[src/rtl/lpc_pkg.sv]
// Shared types for the link procedure control capability.
// Assumes procedure numbers are written as full 32-bit dwords.
package lpc_pkg;

    localparam logic [7:0] CAP_ID     = 8'h09;
    localparam int         CAP_DWORDS = 4;
    localparam int         PROC_NUM_W = 4;
    localparam logic [31:0] PROC_ABORT = 32'd0;
    localparam logic [31:0] PROC_NOP   = 32'd1;
    localparam logic [31:0] PROC_ZCAL  = 32'd5;
    localparam logic [31:0] PROC_MAX   = 32'd12;

    typedef enum logic [3:0] {
        CC_OK          = 4'd0,
        CC_TRANSIENT   = 4'd1,
        CC_PERMANENT   = 4'd2,
        CC_ABORTED     = 4'd3,
        CC_UNSUPPORTED = 4'd4
    } cc_e;

    typedef enum logic [1:0] {
        SQ_IDLE,
        SQ_RUN,
        SQ_ABORT
    } sq_e;

    typedef enum logic [1:0] {
        K_ABORT,
        K_INSTANT,
        K_UNSUP,
        K_BACKEND
    } kind_e;

    // Sorts a requested number into the path that serves it
    function automatic kind_e classify(input logic [31:0] num, input logic zcal_used);
        if (num == PROC_ABORT)                  return K_ABORT;
        else if (num == PROC_NOP)               return K_INSTANT;
        else if (num < 32'd4 || num > PROC_MAX) return K_UNSUP;
        else if (num == PROC_ZCAL && zcal_used) return K_INSTANT;
        else                                    return K_BACKEND;
    endfunction

endpackage

[src/rtl/lpc_decode.sv]
// Address decode and read mux for the four-dword capability window.
// Assumes cfg_addr is a dword address and that CAP_BASE+3 fits in ADDR_W.
module lpc_decode #(
    parameter int ADDR_W   = 10,
    parameter int CAP_BASE = 16
) (
    input  logic [ADDR_W-1:0] cfg_addr,
    input  logic              cfg_wr_en,
    input  logic [31:0]       hdr_word,
    input  logic [31:0]       stat_word,
    input  logic [31:0]       ctrl_word,
    input  logic [31:0]       link_word,
    output logic [31:0]       rdata,
    output logic              ctrl_wr
);
    import lpc_pkg::*;

    localparam logic [ADDR_W-1:0] BASE_A = ADDR_W'(CAP_BASE);
    localparam logic [ADDR_W-1:0] LAST_A = ADDR_W'(CAP_BASE + CAP_DWORDS - 1);
    localparam int IDX_W = $clog2(CAP_DWORDS);

    logic [31:0]       words [CAP_DWORDS];
    logic              in_win;
    logic [ADDR_W-1:0] offset;
    logic [IDX_W-1:0]  idx;

    assign words[0] = hdr_word;
    assign words[1] = stat_word;
    assign words[2] = ctrl_word;
    assign words[3] = link_word;

    // Window hit and dword index inside the capability
    always_comb begin
        in_win = (cfg_addr >= BASE_A) && (cfg_addr <= LAST_A);
        offset = cfg_addr - BASE_A;
        idx    = offset[IDX_W-1:0];
    end

    // Read mux; outside the window the capability drives zero
    always_comb begin
        rdata = in_win ? words[idx] : 32'd0;
    end

    // Only the control dword accepts writes
    always_comb begin
        ctrl_wr = cfg_wr_en && in_win && (idx == IDX_W'(2));
    end

endmodule

[src/rtl/lpc_zcal_guard.sv]
// One-time guard for the impedance calibration procedure.
// Assumes fire pulses in the cycle the procedure is handed to the backend.
module lpc_zcal_guard (
    input  logic clk,
    input  logic rst_n,
    input  logic fire,
    output logic used
);
    // Arm on reset, latch once the procedure has been dispatched
    always_ff @(posedge clk) begin
        if (!rst_n)    used <= 1'b0;
        else if (fire) used <= 1'b1;
    end

endmodule

[src/rtl/lpc_sequencer.sv]
// Procedure sequencer: dispatch, backend handshake, abort and completion codes.
// Assumes the backend returns results 0..2 and never raises done without start.
module lpc_sequencer (
    input  logic        clk,
    input  logic        rst_n,
    input  logic        ctrl_wr,
    input  logic [31:0] wdata,
    input  logic        zcal_used,
    input  logic        be_done,
    input  logic [1:0]  be_result,
    output logic        busy,
    output logic        done,
    output logic [3:0]  code,
    output logic [31:0] cur_num,
    output logic        be_start,
    output logic [lpc_pkg::PROC_NUM_W-1:0] be_proc,
    output logic        be_cancel,
    output logic        zcal_fire
);
    import lpc_pkg::*;

    sq_e         state;
    logic [31:0] pend_num;
    logic        disp_req;
    logic [31:0] disp_num;
    kind_e       kind;

    // Pick the number to dispatch: a fresh write wins over a pending one
    always_comb begin
        disp_req  = (state == SQ_ABORT) || ((state == SQ_IDLE) && ctrl_wr);
        disp_num  = ctrl_wr ? wdata : pend_num;
        kind      = classify(disp_num, zcal_used);
        zcal_fire = disp_req && (kind == K_BACKEND) && (disp_num == PROC_ZCAL);
    end

    // Main sequencer state, status fields and backend handshake
    always_ff @(posedge clk) begin
        if (!rst_n) begin
            state     <= SQ_IDLE;
            pend_num  <= 32'd0;
            busy      <= 1'b0;
            done      <= 1'b0;
            code      <= CC_OK;
            cur_num   <= 32'd0;
            be_start  <= 1'b0;
            be_proc   <= '0;
            be_cancel <= 1'b0;
        end else begin
            be_cancel <= 1'b0;
            case (state)
                SQ_RUN: begin
                    if (ctrl_wr) begin
                        be_start  <= 1'b0;
                        be_cancel <= 1'b1;
                        busy      <= 1'b0;
                        done      <= 1'b1;
                        code      <= CC_ABORTED;
                        pend_num  <= wdata;
                        state     <= (wdata != PROC_ABORT) ? SQ_ABORT : SQ_IDLE;
                    end else if (be_done) begin
                        be_start <= 1'b0;
                        busy     <= 1'b0;
                        done     <= 1'b1;
                        code     <= {2'b00, be_result};
                        state    <= SQ_IDLE;
                    end
                end
                default: begin
                    if (disp_req) begin
                        cur_num <= disp_num;
                        state   <= SQ_IDLE;
                        case (kind)
                            K_ABORT: begin
                                busy <= 1'b0;
                                done <= 1'b1;
                                code <= CC_ABORTED;
                            end
                            K_INSTANT: begin
                                busy <= 1'b0;
                                done <= 1'b1;
                                code <= CC_OK;
                            end
                            K_UNSUP: begin
                                busy <= 1'b0;
                                done <= 1'b1;
                                code <= CC_UNSUPPORTED;
                            end
                            default: begin
                                busy     <= 1'b1;
                                done     <= 1'b0;
                                code     <= CC_OK;
                                be_start <= 1'b1;
                                be_proc  <= disp_num[PROC_NUM_W-1:0];
                                state    <= SQ_RUN;
                            end
                        endcase
                    end
                end
            endcase
        end
    end

endmodule

[src/rtl/lnk_proc_cap.sv]
// Link procedure control capability: header, status, control and link-number
// dwords in a configuration window, driving a start/done/result backend.
// Assumes LINK_NUM is one of 0, 1, 4 or 5 and NEXT_PTR is set by the integrator.
module lnk_proc_cap #(
    parameter int         ADDR_W   = 10,
    parameter int         CAP_BASE = 16,
    parameter logic [7:0] NEXT_PTR = 8'h00,
    parameter int         LINK_NUM = 0
) (
    input  logic              clk,
    input  logic              rst_n,
    input  logic              cfg_wr_en,
    input  logic [ADDR_W-1:0] cfg_addr,
    input  logic [31:0]       cfg_wdata,
    output logic [31:0]       cfg_rdata,
    output logic              be_start,
    output logic [3:0]        be_proc,
    output logic              be_cancel,
    input  logic              be_done,
    input  logic [1:0]        be_result
);
    import lpc_pkg::*;

    localparam logic [7:0] CAP_LEN_B = 8'(CAP_DWORDS * 4);

    logic        ctrl_wr;
    logic        zcal_used;
    logic        zcal_fire;
    logic        busy;
    logic        done;
    logic [3:0]  code;
    logic [31:0] cur_num;
    logic [31:0] hdr_word;
    logic [31:0] stat_word;
    logic [31:0] link_word;

    // Assemble the read-only and status dwords
    always_comb begin
        hdr_word  = {8'h00, CAP_LEN_B, NEXT_PTR, CAP_ID};
        stat_word = {busy, done, 26'd0, code};
        link_word = {24'd0, 8'(LINK_NUM)};
    end

    lpc_decode #(
        .ADDR_W   (ADDR_W),
        .CAP_BASE (CAP_BASE)
    ) u_decode (
        .cfg_addr  (cfg_addr),
        .cfg_wr_en (cfg_wr_en),
        .hdr_word  (hdr_word),
        .stat_word (stat_word),
        .ctrl_word (cur_num),
        .link_word (link_word),
        .rdata     (cfg_rdata),
        .ctrl_wr   (ctrl_wr)
    );

    lpc_zcal_guard u_guard (
        .clk   (clk),
        .rst_n (rst_n),
        .fire  (zcal_fire),
        .used  (zcal_used)
    );

    lpc_sequencer u_seq (
        .clk       (clk),
        .rst_n     (rst_n),
        .ctrl_wr   (ctrl_wr),
        .wdata     (cfg_wdata),
        .zcal_used (zcal_used),
        .be_done   (be_done),
        .be_result (be_result),
        .busy      (busy),
        .done      (done),
        .code      (code),
        .cur_num   (cur_num),
        .be_start  (be_start),
        .be_proc   (be_proc),
        .be_cancel (be_cancel),
        .zcal_fire (zcal_fire)
    );

endmodule

[config.mk]
export PLATFORM = sky130hd
export DESIGN_NAME = lnk_proc_cap
export DESIGN_NICKNAME = d
export VERILOG_FILES = /design/src/rtl/lpc_pkg.sv /design/src/rtl/lpc_decode.sv /design/src/rtl/lpc_zcal_guard.sv /design/src/rtl/lpc_sequencer.sv /design/src/rtl/lnk_proc_cap.sv
export SDC_FILE = /design/constraint.sdc
export NUM_CORES = 1
export LEC_CHECK = 0
export BUFFER_PORTS_ARGS = -buffer_cell sky130_fd_sc_hd__buf_2
export CAP_MARGIN = 30
export CORE_UTILIZATION = 30
export CTS_CLUSTER_SIZE = 14
export DETAILED_ROUTE_END_ITERATION = 8
export GPL_ROUTABILITY_DRIVEN = 0
export GPL_TIMING_DRIVEN = 0
export HOLD_SLACK_MARGIN = 0.08
export PLACE_DENSITY = 0.54
export SYNTH_ARGS = -nofsm -noshare
export SYNTH_HDL_FRONTEND = slang
export SYNTH_SLANG_ARGS = --single-unit
[constraint.sdc]
create_clock -name clk -period 2.85 [get_ports clk]
set_clock_uncertainty 0.2 [all_clocks]
set_input_delay 0.57 -clock clk [delete_from_list [all_inputs] [get_ports clk]]
set_output_delay 0.57 -clock clk [all_outputs]
set_load 0.02 [all_outputs]
**Yosys cells after proc, flatten, opt, wreduce, memory -nomap -nowiden**

Cells that the tools add are included.

- Bits in read-only memories: 0
- Memories kept: 0
- Output and inout port bits: 38
- Bits in latches: 0
- Bits in registers: 79
- Logic and storage cells: 83
- RAM bits: 0
- Bits of input ports: 48

- Equality and inequality tests: 10
- Multiply operators: 0
- Bitwise logic cells: 3
- Div/mod/pow operators: 0
- Add/sub/neg operators: 1
- $lt $le $gt $ge: 5
- Multiplexer cells: 34
- Shift-type cells: 0
- Reduce and logical (&&, ||, !) cells: 20

Operators with widths:

| cell | number |
|---|---|
| 32-bit two-way mux | 4 |
| 32-bit binary-select mux with 2-bit select | 1 |
| 32-bit by 1-bit equality test with 1-bit output (second input constant) | 1 |
| 32-bit by 3-bit equality test with 1-bit output (second input constant) | 1 |
| 32-bit by 4-bit > comparator with 1-bit output (second input constant) | 1 |
| 32-bit logical NOT | 1 |
| 32-bit by 3-bit < comparator with 1-bit output (second input constant) | 1 |
| 32-bit nonzero test | 1 |
| 2-bit two-way mux | 9 |
| 4-bit two-way mux | 4 |
| 1-bit two-way mux | 15 |
| 10-bit by 5-bit >= comparator with 1-bit output (second input constant) | 1 |
| 10-bit by 5-bit <= comparator with 1-bit output (second input constant) | 1 |
| 2-bit equality test (second input constant) | 4 |
| 1-bit logical AND | 7 |
| 3-bit one-hot mux with 2 select lines | 1 |
| 2-bit AND reduction | 3 |
| 3-bit AND reduction | 2 |
| 2-bit by 1-bit equality test with 1-bit output (second input constant) | 2 |
| 2-bit logical NOT | 2 |
| 3-bit >= comparator (second input constant) | 1 |
| 3-bit by 2-bit != test with 1-bit output (second input constant) | 1 |
| 2-bit inverter with 3-bit output | 1 |
| 3-bit OR reduction | 1 |
| 5 further kinds | 7 |

**Longest topological paths before layout**

Gate-level depths: netlist (run 1).

- Depth in word-level cells: 16
- Mapped depth: 7
- Depth with buffers taken out: 6

**Cells and area by module**

From an unflattened synthesis (run 1), not the netlist that was laid out.

- Cell total of the unflattened synthesis: 463
- Area, all modules: 4,349.2 sq um

Modules (own cells, without submodules):

| module | area each (sq um) | cells an instance | seq. area each (sq um) | times used |
|---|---|---|---|---|
| lpc_sequencer | 3,253.1 | 377 | 1,521.5 | 1 |
| lpc_decode | 1,061.0 | 82 | 0.0 | 1 |
| lpc_zcal_guard | 27.5 | 2 | 20.0 | 1 |
| lnk_proc_cap | 7.5 | 2 | 0.0 | 1 |

**Least setup slack after synthesis (run 1)**

Ideal clock, no wire load.

- Path kind: input-to-output
- From: in cfg_addr[2]
- To: out cfg_rdata[10]
- Arrival: 1.944 ns
- Stages: 4
- Required time: 2.080 ns
- Slack: 0.136 ns
- Path buffers: 1
- Cells stage by stage: or4_4 nor3_2 clkbuf_1 and2_1

- Word-level cells in the longest chain between the ends: 3
- Elaborated cells between the ends (all ways): 4
- Those cells by class: order compare: 2; mux: 1; reduce/logical: 1

RTL lines:

| item | line | RTL |
|---|---|---|
| start, declared | lnk_proc_cap.sv:13 | `input logic [ADDR_W-1:0] cfg_addr,` |
| 10-bit by 5-bit >= comparator with 1-bit output / 10-bit by 5-bit <= comparator with 1-bit output (equally long branches) | lpc_decode.sv:34 | `in_win = (cfg_addr >= BASE_A) && (cfg_addr <= LAST_A);` |
| 1-bit logical AND (*) | lpc_decode.sv:34 |  |
| 32-bit two-way mux (*) | lpc_decode.sv:41 | `rdata = in_win ? words[idx] : 32'd0;` |
| end, declared | lnk_proc_cap.sv:15 | `output logic [31:0] cfg_rdata,` |

Every way passes the cells marked *; elsewhere a longest branch is shown, timed or not.

**Worst setup path in the final report (run 1)**

- From: in cfg_addr[6]
- To: out cfg_rdata[4]

The elaborated chain is that of the path after synthesis.

==> results.sh, run 1 <==
export IMPL_status="finished clean"
export IMPL_overflow=0
export IMPL_timing_rr_start="u_seq.pend_num[5]"
export IMPL_drt_iter0_drc=332
export IMPL_vias_per_cell=5.07
export IMPL_r2r_slack_ps=650
export IMPL_routedWlPerCell_um=15.3
export IMPL_end_kind="primary output"
export IMPL_first_pass_iters=5
export IMPL_clk_latency_ps=340
export IMPL_finalSetupViolations=0
export IMPL_antenna_left=0
export IMPL_ys_ff_latch=77
export IMPL_path_clk_slew_ps=60
export IMPL_final_nets=637
export IMPL_grt_pass1_vias=3514
export IMPL_cts_tree="yes"
export IMPL_synthTopCellsByArea="dfxtp_1, nand2_1, a311oi_1"
export IMPL_cts_buffers=9
export IMPL_synth_area_um2=3720
export IMPL_fp_coreArea_um2=12100
export IMPL_worstPathArrival_ps=2000
export IMPL_via_count=3862
export IMPL_die_h_um=113
export IMPL_maxCapViolations=0
export IMPL_port_buffers=84
export IMPL_tightestPinTransition_ps=545
export IMPL_crit_fanout=6
export IMPL_min_delay_path_depth=2
export IMPL_ios=86
export IMPL_layout_min_cycle_time_ps=2770
export IMPL_cts_buffer_depth=2
export IMPL_syn_nets=535
export IMPL_postPlaceCellArea_um2=4350
export IMPL_cp_start_kind="input port"
export IMPL_worstPathRequired_ps=2080
export IMPL_synthToLayoutAreaGrowth_pct=28.7
export IMPL_synth_distinct_cells=44
export IMPL_root_buffer="clkbuf_16"
export IMPL_place_hpwl_mm=8.70
export IMPL_grt_pass1_wl_mm=18.7
export IMPL_final_area_um2=4780
export IMPL_drc_errors=0
export IMPL_timing_fmax_ghz=0.361
export IMPL_rows=40
export IMPL_start_util_pct=30.8
export IMPL_avgSynthCellArea_um2=7.63
export IMPL_critPathKind="in2out"
export IMPL_htreeDepth=3
export IMPL_post_synth_top_area_cell="dfxtp_1"
export IMPL_async_flop_share_pct=0
export IMPL_min_from="u_seq.be_proc[1]"
export IMPL_synthCells=487
export IMPL_max_slew_margin_pct=63.3
export IMPL_grt_use_total_pct=19.0
export IMPL_cts_sinks=77
export IMPL_p_per_area_nw_per_um2=506
export IMPL_slew_violations=0
export IMPL_tns_ps=0
export IMPL_ys_flop_type="dfxtp_1"
export IMPL_grt_max_degree=14
export IMPL_reg2regPathDepth=6
export IMPL_synth_edf_count=0
export IMPL_n_antenna_cell=0
export IMPL_p_leak_nw=1.75
export IMPL_finalPower_w=0.00242
export IMPL_worst_hold_path_endpoint="u_seq.be_proc[1]"
export IMPL_ys_seq_area_share_pct=41.5
export IMPL_wirelength_mm=11.7
export IMPL_r2r_end="u_seq.be_proc[3]"
export IMPL_hold_class="reg2reg"
export IMPL_die_area_um2=12800
export IMPL_yosysTopAreaCellShare_pct=41.5
export IMPL_postCtsHoldBufs=0
export IMPL_antenna_found_initial=1
export IMPL_fin_crit_sh_pct=97.2
export IMPL_ys_warn_count=0
export IMPL_finalHoldViolCount=0
export IMPL_die_w_um=113
export IMPL_drive_gt1_share_pct=21.4
export IMPL_irDropWorstVdd_v=0.000273
metal layers:
layer  up-vias  track usage [%]  wire length, µm
met4         0             6.67              174
li1       1899                -                -
met5         -                0                0
met3        16             3.54              705
met1      1804             27.0             5610
met2       143             28.7             5210
area by class of cell:
type	instances	area, µm²
Buffer	32	139
Clock buffer	10	229
Clock inverter	6	86.3
Fill cell	1295	7280
Inverter	8	30.0
Multi-Input combinational cell	369	2030
Sequential cell	77	1540
Tap cell	168	210
Timing Repair Buffer	92	519
synth_stat cells (3+ instances only):
cell type	number
nand2_1	139
dfxtp_1	77
nor2_1	43
a21oi_1	32
a311oi_1	28
and2_1	27
clkbuf_1	25
nor4_1	15
a21boi_0	8
inv_1	7
nor2b_1	7
nor3_1	7
o21ai_0	7
mux2i_1	6
nand4_1	5
a22oi_1	4
buf_2	4
a211oi_1	3
o211a_1	3
o21a_1	3
report_power, final:
group / internal (W) / total, W / switching [W]
registers: 0.00108 / 0.00108 / 0.000000152
logic: 0.0000384 / 0.000109 / 0.0000709
clock network: 0.000767 / 0.00123 / 0.000467
total: 0.00188 / 0.00242 / 0.000538
cells in the final DEF (no fill, tap or decap), types with 8 or more instances in the layout:
cell type / n
a311oi_1: 28
nand2_1: 139
a21boi_0: 8
buf_4: 23
nor4_1: 15
dfxtp_1: 77
buf_2: 74
clkbuf_1: 22
nor2_1: 43
clkbuf_16: 9
a21oi_1: 32
and2_1: 27
state kept, by name, indices dropped and copies added, names as in the netlist:
register / count
u_guard.used: 1
u_seq.state: 2
u_seq.pend_num: 32
u_seq.be_proc: 4
u_seq.done: 1
u_seq.code: 3
u_seq.be_cancel: 1
u_seq.cur_num: 32
u_seq.be_start: 1
repair_timing:
action,in CTS,in global routing
gates resized for setup,5,22
setup buffers,5,3
pin swaps,3,2
setup endpoints to repair,25,52
endpoints found under the hold margin,0,0
logic make-up after synthesis:
kind of cell | Yosys count | synth area share (%)
compound gates | 102 | 19.4
xor+xnor | 2 | 0.471
buf+inv | 41 | 4.48
flops | 77 | 41.5
mux | 6 | 1.62
simple gates | 259 | 32.5
worst max path at each step:
stage / from / end / slack [ps]
CTS: cfg_addr[5] / cfg_rdata[13] / 6
floorplan: cfg_addr[2] / cfg_rdata[10] / 140
detailed placement: cfg_addr[2] / cfg_rdata[29] / -500
global route: cfg_addr[6] / cfg_rdata[5] / -5
finish: cfg_addr[6] / cfg_rdata[4] / 80
global placement: cfg_addr[2] / cfg_rdata[29] / -500
through the flow:
| stage | utilization, % | hold WS, ps | std cells | worst slack [ps] |
|---|---|---|---|---|
| 6_report | 39.7 | 259 | 762 | 79.0 |
| 5_1_grt | 39.7 | 281 | 762 | -5.18 |
| 4_1_cts | 39.1 | 262 | 760 | 5.72 |
| 3_5_place_dp | 36.0 | 246 | 739 | -505 |
| 3_3_place_gp | 36.0 | 244 | 739 | -497 |
| 2_1_floorplan | - | 234 | 487 | 136 |
worst max-delay path, stage by stage:
cell	delay, ps
buf_2	100
or4_4	550
nor3_4	230
buf_4	140
buf_4	130
and2_1	130
buf_4	140
No activity file was read; power rests on OpenSTA's default activity.
==> inputs of run 2 (changes only) <==
Settings changed: CORE_ASPECT_RATIO from default to 0.6, CTS_CLUSTER_DIAMETER from default to 150, RECOVER_POWER from default to 50.
==> run 2 against run 1 <==
Net effect:
- sequential power about the same
- global-route usage up 0.94 points
- cell count is 1.4% lower
- fmax shrank 0.53%
- worst setup slack lost 15 ps
- routed wire length increased by 5.8%
- count of clock-buffer cells in the layout unchanged
- non-clock buffer count is 7 lower
- sequential cell count stayed put
- critical path depth shrank 1
- sequential share of layout area up 0.95 points
- die area grew 0.11%
==> results.sh, run 2 (same netlist as run 1, synthesis figures left out) <==
export IMPL_status="finished clean"
export IMPL_worstPathArrival_ps=2020
export IMPL_clk_latency_ps=340
export IMPL_cp_cell_sequence="buf_2 -> or4_4 -> nor3_4 -> buf_6 -> and2_1 -> buf_2"
export IMPL_worstPathRequired_ps=2080
export IMPL_via_count=3830
export IMPL_layout_min_cycle_time_ps=2790
export IMPL_r2r_slack_ps=540
export IMPL_port_buffers=84
export IMPL_endpoint="cfg_rdata[4]"
export IMPL_crit_slowest_cell="or4_4"
export IMPL_die_area_um2=12900
export IMPL_vias_per_cell=5.10
export IMPL_drive_gt1_share_pct=18.1
export IMPL_end_kind="primary output"
export IMPL_cts_buffer_depth=2
export IMPL_hold_class="reg2reg"
export IMPL_cts_tree="yes"
export IMPL_path_clk_slew_ps=60
export IMPL_reg2regPathDepth=6
export IMPL_fin_cells=751
export IMPL_critical_path_buf_inv_count=3
export IMPL_synthToLayoutAreaGrowth_pct=25.1
export IMPL_rsz0062_at_grt="yes"
export IMPL_worst_path_stages=6
export IMPL_antenna_left=0
export IMPL_whs_ps=268
export IMPL_drt_iter0_drc=248
export IMPL_critical_path_top_delay_family="simple AND/OR/NAND/NOR gates"
export IMPL_maxCapViolations=0
export IMPL_ios=86
export IMPL_crit_start="cfg_addr[6]"
export IMPL_crit_fanout=16
export IMPL_layout_commonest_cell="nand2_1"
export IMPL_critPathKind="in2out"
export IMPL_routedWlPerCell_um=16.5
export IMPL_n_antenna_cell=0
export IMPL_p_leak_nw=1.64
export IMPL_fp_coreArea_um2=12100
export IMPL_cts_sinks=77
export IMPL_critPathMaxStageDelay_ps=590
export IMPL_root_buffer="clkbuf_16"
export IMPL_drc_errors=0
export IMPL_slew_violations=0
export IMPL_finalSetupViolations=0
export IMPL_timing_rr_start="u_seq.pend_num[4]"
export IMPL_htreeDepth=3
export IMPL_grt_max_degree=17
export IMPL_biggestRegsByFlops="u_seq.cur_num: 32 flops, u_seq.pend_num: 32 flops, u_seq.be_proc: 4 flops"
export IMPL_tightestPinTransition_ps=604
export IMPL_overflow=0
export IMPL_grt_pass1_wl_mm=19.5
export IMPL_antenna_found_initial=0
export IMPL_rows=31
export IMPL_grt_use_total_pct=20.0
export IMPL_die_h_um=88.2
export IMPL_cts_buffers=9
export IMPL_placedCellCount=736
export IMPL_wirelength_mm=12.4
export IMPL_irDropWorstVdd_v=0.000274
export IMPL_fin_crit_sh_pct=97.7
export IMPL_max_slew_margin_pct=59.8
export IMPL_grt_pass1_vias=3534
export IMPL_start_util_pct=30.8
export IMPL_die_w_um=146
export IMPL_crit_top_cell="buf_2"
export IMPL_cp_start_kind="input port"
export IMPL_r2r_end="u_seq.be_proc[1]"
export IMPL_layout_common_cells="nand2_1, dfxtp_1, buf_2, nor2_1, clkbuf_1"
export IMPL_first_pass_iters=5
export IMPL_finalHoldViolCount=0
export IMPL_p_per_area_nw_per_um2=496
export IMPL_timing_fmax_ghz=0.359
export IMPL_final_nets=630
export IMPL_place_hpwl_mm=9.46
[run 2: per-layer routing]
metal | GRT usage [%] | vias up | routed length [µm]
li1 | - | 1887 | -
met1 | 30.3 | 1782 | 6730
met4 | 3.44 | 0 | 76
met2 | 28.9 | 152 | 4780
met5 | 0 | - | 0
met3 | 4.43 | 9 | 791
[run 2: worst min path at each step]
stage,slack (ps),to,startpoint,depth (start not counted)
2_1_floorplan,230,u_guard.used,u_guard.used,1
3_3_place_gp,250,u_guard.used,u_guard.used,1
3_5_place_dp,250,u_seq.be_proc[1],u_seq.be_proc[1],2
4_1_cts,260,u_guard.used,u_guard.used,1
5_1_grt,290,u_seq.pend_num[7],u_seq.pend_num[7],2
6_report,270,u_seq.be_proc[1],u_seq.be_proc[1],2
[run 2: cell type report]
class | instances | area (µm²)
flip-flops and latches | 77 | 1540
repair buffers | 86 | 428
well taps | 165 | 206
fillers | 1285 | 7420
clock inverters | 5 | 52.6
plain buffers | 31 | 131
clock buffers | 10 | 229
multi-input cells | 369 | 2030
inverters | 8 | 30.0
[run 2: metrics by stage]
step	area, µm²	setup slack, ps	power, W	util, %	TNS (ps)
2_1_floorplan	3720	136	0.00114	-	0
3_3_place_gp	4340	-547	0.00121	36.0	-16600
3_5_place_dp	4340	-603	0.00121	36.0	-18830
4_1_cts	4650	19.7	0.00233	38.6	0
5_1_grt	4650	-5.49	0.00238	38.5	-12.5
6_report	4650	64.2	0.00231	38.5	0
[run 2: worst register-to-register path, stage by stage (launching register included)]
cell,delay (ps)
dfxtp_1,330
nor4_1,500
nand4_1,210
nor2_1,190
a32oi_1,150
nor3_4,440
mux2i_1,240
[run 2: repair_timing]
| action | CTS | global route |
|---|---|---|
| resized for setup | 5 | 7 |
| setup buffers | 2 | 0 |
| pin swaps | 1 | 2 |
| endpoints found under the hold margin | 0 | 0 |
| endpoints found under the setup margin | 26 | 54 |
| hold buffers | 0 | 0 |
[run 2: power breakdown]
group          switching, W  total, W  leakage, nW  internal (W)
logic             0.0000732  0.000111        0.884     0.0000375
registers       0.000000162   0.00108        0.620       0.00108
clock network      0.000450   0.00112        0.138      0.000669
==> inputs of run 3 (changes only) <==
Clock period 2.85 ns to 2.59 ns, I/O delays scaled along.
==> run 3 against run 2 <==
Net effect:
- the flow now finishes with violations (design-rule violations, negative setup slack)
- combinational power increased by 16%
- count of clock-buffer cells in the layout increased by 1
- die area unchanged
- cell area increased by 9.6%
- global-route usage decreased by 0.17 points
- critical path type unchanged
- largest power group unchanged
==> results.sh, run 3 (same netlist as run 1, synthesis figures left out) <==
export IMPL_postCtsHoldBufs=0
export IMPL_met2_length_mm=4.97
export IMPL_wirelength_mm=12.6
export IMPL_root_buffer="clkbuf_16"
export IMPL_critPathKind="in2out"
export IMPL_place_hpwl_mm=9.39
export IMPL_r2r_slack_ps=290
export IMPL_r2r_end="u_seq.be_proc[3]"
export IMPL_cp_cell_sequence="buf_6 -> or4_4 -> nor3_4 -> buf_12 -> clkbuf_16 -> and2_4 -> buf_6"
export IMPL_fin_crit_sh_pct=105
export IMPL_worstPathArrival_ps=2000
export IMPL_slew_violations=0
export IMPL_routedWlPerCell_um=16.4
export IMPL_drt_iter0_drc=243
export IMPL_timing_rr_start="u_seq.pend_num[5]"
export IMPL_grt_max_degree=14
export IMPL_vias_per_cell=5.11
export IMPL_violations="design-rule violations, negative setup slack"
export IMPL_cts_buffer_depth=2
export IMPL_cts_buffers=9
export IMPL_finalPower_w=0.00264
export IMPL_crit_top_cell="buf_6"
export IMPL_crit_slowest_cell="or4_4"
export IMPL_p_leak_nw=1.81
export IMPL_worstPathRequired_ps=1870
export IMPL_first_pass_iters=7
export IMPL_cts_tree="yes"
export IMPL_layout_min_cycle_time_ps=2720
export IMPL_met1_length_mm=6.61
export IMPL_drc_errors=2
export IMPL_endpoint="cfg_rdata[23]"
export IMPL_drive_gt1_share_pct=24.4
export IMPL_rsz0062_at_grt="yes"
export IMPL_layout_common_cells="nand2_1, dfxtp_1, buf_2, nor2_1"
export IMPL_setup_slack_ps=-129
export IMPL_irDropWorstVdd_v=0.000310
export IMPL_end_kind="primary output"
export IMPL_placedCellCount=736
export IMPL_start_util_pct=30.8
export IMPL_cts_sinks=77
export IMPL_htreeDepth=3
export IMPL_finalHoldViolCount=0
export IMPL_grt_pass1_vias=3599
export IMPL_finalSetupViolations=28
export IMPL_p_per_area_nw_per_um2=517
export IMPL_path_clk_slew_ps=60
export IMPL_fp_coreArea_um2=12100
export IMPL_die_h_um=88.2
export IMPL_n_antenna_cell=0
export IMPL_crit_fanout=7
export IMPL_die_area_um2=12900
export IMPL_hold_class="in2reg"
export IMPL_crit_start="cfg_addr[6]"
export IMPL_grt_use_total_pct=19.8
export IMPL_synthToLayoutAreaGrowth_pct=37.1
export IMPL_overflow=0
export IMPL_tightestPinTransition_ps=569
export IMPL_status="finished with violations"
export IMPL_critPathMaxStageDelay_ps=560
export IMPL_top_layer="met4"
export IMPL_whs_ps=248
export IMPL_fin_cells=767
export IMPL_die_w_um=146
export IMPL_clk_latency_ps=340
export IMPL_via_count=3922
export IMPL_rows=31
export IMPL_cp_start_kind="input port"
export IMPL_antenna_found_initial=0
export IMPL_antenna_left=0
export IMPL_biggestRegsByFlops="u_seq.cur_num: 32 flops, u_seq.pend_num: 32 flops, u_seq.be_proc: 4 flops"
export IMPL_layout_commonest_cell="nand2_1"
export IMPL_reg2regPathDepth=8
export IMPL_port_buffers=84
export IMPL_met3_length_um=957
export IMPL_maxCapViolations=0
export IMPL_timing_fmax_ghz=0.368
export IMPL_max_slew_margin_pct=62.1
export IMPL_grt_pass1_wl_mm=19.4
export IMPL_ios=86
export IMPL_final_nets=645
==> run 3: cell count changes in the layout (fill, tap and decap cells not counted), moves of 4 or more <==
cell / before / now
and2_1: 27 / 9
buf_2: 73 / 45
buf_4: 5 / 12
clkbuf_1: 36 / 32
buf_6: 1 / 29
and2_4: 0 / 18
clkbuf_2: 2 / 7
==> run 3: metal layers <==
| layer | GRT usage (%) | vias to the layer above |
|---|---|---|
| met1 | 29.7 | 1846 |
| met5 | 0 | - |
| met2 | 28.0 | 152 |
| li1 | - | 1916 |
| met4 | 4.02 | 0 |
| met3 | 5.31 | 8 |
==> run 3: cell type report <==
cell class	count	area, µm²
fillers	1248	6970
multi-input cells	369	2100
flip-flops and latches	77	1540
repair buffers	99	724
clock buffers	11	253
well taps	165	206
plain buffers	33	179
clock inverters	5	57.6
inverters	8	30.0
==> run 3: timing repair <==
action                     4_1_cts  5_1_grt
setup endpoints to repair       57       84
buffers inserted                 6        8
gates cloned                     0        1
pin swaps                        5       13
gates resized for setup         60       44
==> run 3: critical path: cells and delay by family <==
| family | cells | cell delay [ps] |
|---|---|---|
| buf+inv | 4 | 520 |
| simple gates | 3 | 950 |
==> run 3: where the power goes <==
group          switching [W]  leakage (nW)  internal (W)
Clock               0.000522         0.156      0.000801
Sequential       0.000000187         0.620       0.00118
Combinational      0.0000820          1.03     0.0000469
Total               0.000604          1.81       0.00203
==> run 3: how the worst min path moves through the flow <==
stage / cells after the start / endpoint / from / slack (ps)
after floorplan: 1 / u_guard.used / u_guard.used / 230
after global placement: 1 / u_guard.used / u_guard.used / 250
after detailed placement: 1 / u_guard.used / u_guard.used / 250
after CTS: 3 / u_seq.pend_num[17] / cfg_wdata[17] / 240
after global routing: 3 / u_seq.pend_num[16] / cfg_wdata[16] / 250
final: 3 / u_seq.pend_num[17] / cfg_wdata[17] / 250
==> run 3: stage by stage <==
stage                     setup slack (ps)  utilization, %  area, µm²  TNS [ps]
after floorplan                       29.9               -       3720         0
after global placement                -530            36.1       4350    -29950
after detailed placement              -561            36.1       4350    -31680
after CTS                            -88.0            40.8       4920     -1620
after global routing                  -157            42.2       5090     -4440
final                                 -129            42.2       5090     -2520
